==> src/rtl/cond_fault_injector.sv <==
module cond_fault_injector #(
  parameter int N_LINES = 8,
  localparam int IDX_W = (N_LINES > 1) ? $clog2(N_LINES) : 1
) (
  input  logic               clk,
  input  logic               rst_n,
  input  logic               enable,
  input  logic               dyn_mode,
  input  logic [N_LINES-1:0] care_mask,
  input  logic [N_LINES-1:0] req_val,
  input  logic [N_LINES-1:0] init_mask,
  input  logic [N_LINES-1:0] init_val,
  input  logic [IDX_W-1:0]   victim_sel,
  input  logic               set_en,
  input  logic               clr_en,
  input  logic [N_LINES-1:0] lines_in,
  output logic [N_LINES-1:0] lines_out,
  output logic               fault_active
);

  logic [N_LINES-1:0] prev_q;
  logic               prev_ok;

  always_ff @(posedge clk or negedge rst_n) begin
    if (!rst_n) begin
      prev_q  <= '0;
      prev_ok <= 1'b0;
    end else begin
      prev_q  <= lines_in;
      prev_ok <= 1'b1;
    end
  end

  logic               now_hit, hist_hit, vic_bit, flip;
  logic [N_LINES-1:0] vic_mask;

  assign now_hit  = ((lines_in ^ req_val) & care_mask) == '0;
  assign hist_hit = prev_ok && (((prev_q ^ init_val) & init_mask) == '0);

  assign vic_mask = (int'(victim_sel) < N_LINES) ? (N_LINES'(1) << victim_sel) : '0;
  assign vic_bit  = |(lines_in & vic_mask);

  assign fault_active = enable && now_hit && (!dyn_mode || hist_hit);
  assign flip         = fault_active && ((set_en && !vic_bit) || (clr_en && vic_bit));
  assign lines_out    = flip ? (lines_in ^ vic_mask) : lines_in;

endmodule

==> config.mk <==
export PLATFORM = sky130hd
export DESIGN_NAME = cond_fault_injector
export DESIGN_NICKNAME = d
export VERILOG_FILES = /design/src/rtl/cond_fault_injector.sv
export SDC_FILE = /design/constraint.sdc
export NUM_CORES = 1
export LEC_CHECK = 0
export BUFFER_PORTS_ARGS = -buffer_cell sky130_fd_sc_hd__buf_2
export CAP_MARGIN = 25
export CORE_ASPECT_RATIO = 1.2
export CORE_MARGIN = 3
export CORE_UTILIZATION = 43
export DETAILED_ROUTE_END_ITERATION = 10
export PLACE_DENSITY = 0.84
export SYNTH_ARGS = -nofsm -noshare
export SYNTH_HDL_FRONTEND = slang
export SYNTH_SLANG_ARGS = --single-unit
export TNS_END_PERCENT = 50
==> constraint.sdc <==
create_clock -name clk -period 5.25 [get_ports clk]
set_clock_uncertainty 0.05 [all_clocks]
set_input_delay 1.05 -clock clk [delete_from_list [all_inputs] [get_ports clk]]
set_output_delay 1.05 -clock clk [all_outputs]
set_load 0.01 [all_outputs]
==> flow_summary.yaml <==
run_status:
  status: "complete, no violations"
layout:
  final_nets: 190
  diodes: 0
  layout-drive-gt1-share_pct: 54.5
  synthToLayoutAreaGrowth_pct: 42.0
  fin_area_um2: 1130
setup_path:
  worstPathRequired_ns: 4.15
  cp_max_fo: 8
  cp-startpoint: "victim_sel[2]"
  arrival_ns: 2.88
  cp-start-kind: "primary input"
  cp-end-kind: "primary output"
  timing.critical_path.cells: "buf_2 > and3_1 > ha_1 > nor4_1 > nand3_1 > a21oi_2 > nand2_4 > mux2_4 > buf_2"
  slowest_stage: "nor4_1"
  critical_path.top_delay_family: "simple AND/OR/NAND/NOR gates"
  path_class: "in2out"
  cp_common_cell: "buf_2"
  cp_num_cells: 9
  cp.buffers_inverters: 2
  worstSetupEndpoint: "lines_out[7]"
  max_stage_delay_ns: 0.35
global_routing:
  antenna_found_initial: 0
  grt_pass1_vias: 786
  grt_overflow: 0
  grt_use_total_pct: 17.5
  grt_max_degree: 10
  grt_pass1_wl_um: 2980
sta:
  final_hold_viol_count: 0
  timing.final.crit_share_pct: 75.8
  fmax_mhz: 251
  finalSetupTns_ns: 0
  rsz0062_at_grt: "no"
  setup_viol: 0
  maxSlewViolCount: 0
  fin_crit_ns: 3.98
yosys:
  syn_avg_cell_area_um2: 11.2
  synth_cells: 71
  ys_seq_area_share_pct: 28.3
  synth_edf_count: 0
  ys_warn_count: 0
  syn-num-nets: 128
  synth_cell_types: 22
  synthTopCellsByArea: "dfrtp_1 28%, xor2_1 18%, mux2_4 15%"
  ys_ff_latch: 9
  yosysTopAreaCell: "dfrtp_1"
  synthFlopType: "dfrtp_1"
  synth_top_area_share_pct: 28.3
  syn_area_um2: 796
  async_reset_ff_share_pct: 100
place:
  hpwl_um: 1720
  gp_congestion: 0.746
  dpl_cell_area_um2: 1100
  numPortBuffers: 57
floorplan:
  die_area_um2: 2400
  die_h_um: 53.1
  fp.dieW_um: 45.3
  pin_count: 58
  core_um2: 1680
  initial_core_util_pct: 47.3
  fp-row-count: 16
clock_tree:
  cts_setup_buffers: 0
  cts_resized: 0
  cts_root_buf: "clkbuf_4"
  cts_inserted_buffers: 3
  htreeDepth: 1
  clockBufferDepth: 2
  cts_tree: "built"
  cts_hold_buffers: 0
  clock_sinks: 9
  cts.clk_slew.worst_paths_ns: 0.05
power:
  finalPower_uw: 188
  leakage_nw: 0.650
  p_per_area_nw_per_um2: 166
  peakVddDrop_mv: 0.104
drt:
  drtIter0Drc: 4
  vias: 752
  remaining_drc_errors: 0
  dr.pass1.iters: 6
  final_antenna_net_count: 0
  viasPerCell: 5.01
  wirelength_um: 1960
  wl_per_cell_um: 13.1
min_path:
  hold_class: "in2async"
flow_run:
  drv_cap: 0
-- stage by stage --
step                      util [%]  hold slack, ns  setup slack [ns]  cells
after floorplan                  -           0.704              1.71     71
after global placement        65.6           0.852              1.37    146
after detailed placement      65.6           0.851              1.30    146
after CTS                     67.2           0.579              1.30    150
after global routing          67.2           0.587              1.15    150
final                         67.2           0.582              1.27    150
-- layer usage --
metal,wire length [um],track usage (%),up-vias
met5,0,0,-
met2,1010,32.8,44
met4,14,8.78,0
met1,670,16.7,323
met3,261,4.76,2
li1,-,-,383
-- Yosys cell counts, types with 2 or more instances --
library cell / count
ha_1: 8
a222oi_1: 2
nand4_1: 2
a22oi_1: 4
nand2_1: 4
and3b_1: 2
nor3b_1: 3
dfrtp_1: 9
mux2_4: 8
xor2_1: 16
nor4_1: 2
-- cells in the final DEF (no fill, tap or decap), types with 2 or more instances in the layout --
cell type	synthesis	final
a222oi_1	2	2
a22oi_1	4	4
and3b_1	2	2
buf_2	0	57
clkbuf_4	0	3
dfrtp_1	9	9
ha_1	8	8
mux2_4	8	8
nand2_1	4	4
nand4_1	2	2
nor3b_1	3	3
nor4_1	2	2
xor2_1	16	16
-- state kept, by name (all words and copies together) (netlist names) --
register  count
prev_ok       1
prev_q        8
-- how the worst min path moves through the flow --
| stage | slack (ns) | to | startpoint | cells past startpoint |
|---|---|---|---|---|
| floorplan | 0.70 | prev_ok | rst_n | 0 |
| global placement | 0.85 | prev_ok | rst_n | 1 |
| detailed placement | 0.85 | prev_q[5] | rst_n | 1 |
| CTS | 0.58 | prev_ok | rst_n | 1 |
| global route | 0.59 | prev_q[5] | rst_n | 1 |
| finish | 0.58 | prev_ok | rst_n | 1 |
-- where the power goes --
part           internal, mW  switching [mW]
Sequential           0.0730         0.00148
Clock                0.0290          0.0204
Combinational        0.0344          0.0296
-- layout make-up --
type | instances | area [um^2]
well taps | 18 | 22.5
clock buffers | 4 | 26.3
repair buffers | 57 | 285
flip-flops and latches | 9 | 225
inverters | 1 | 3.75
multi-input cells | 61 | 567
fillers | 154 | 552
-- kinds of logic after synthesis --
logic type      after synthesis  synth area share, %
compound gates                9                 10.4
xor+xnor                     16                 17.6
fa+ha+maj                     8                 12.6
buf+inv                       1                0.471
flops                         9                 28.3
mux                           8                 15.1
other cells                   1                0.471
simple gates                 19                 15.1
Note: power is estimated with default switching activity, not from simulation.
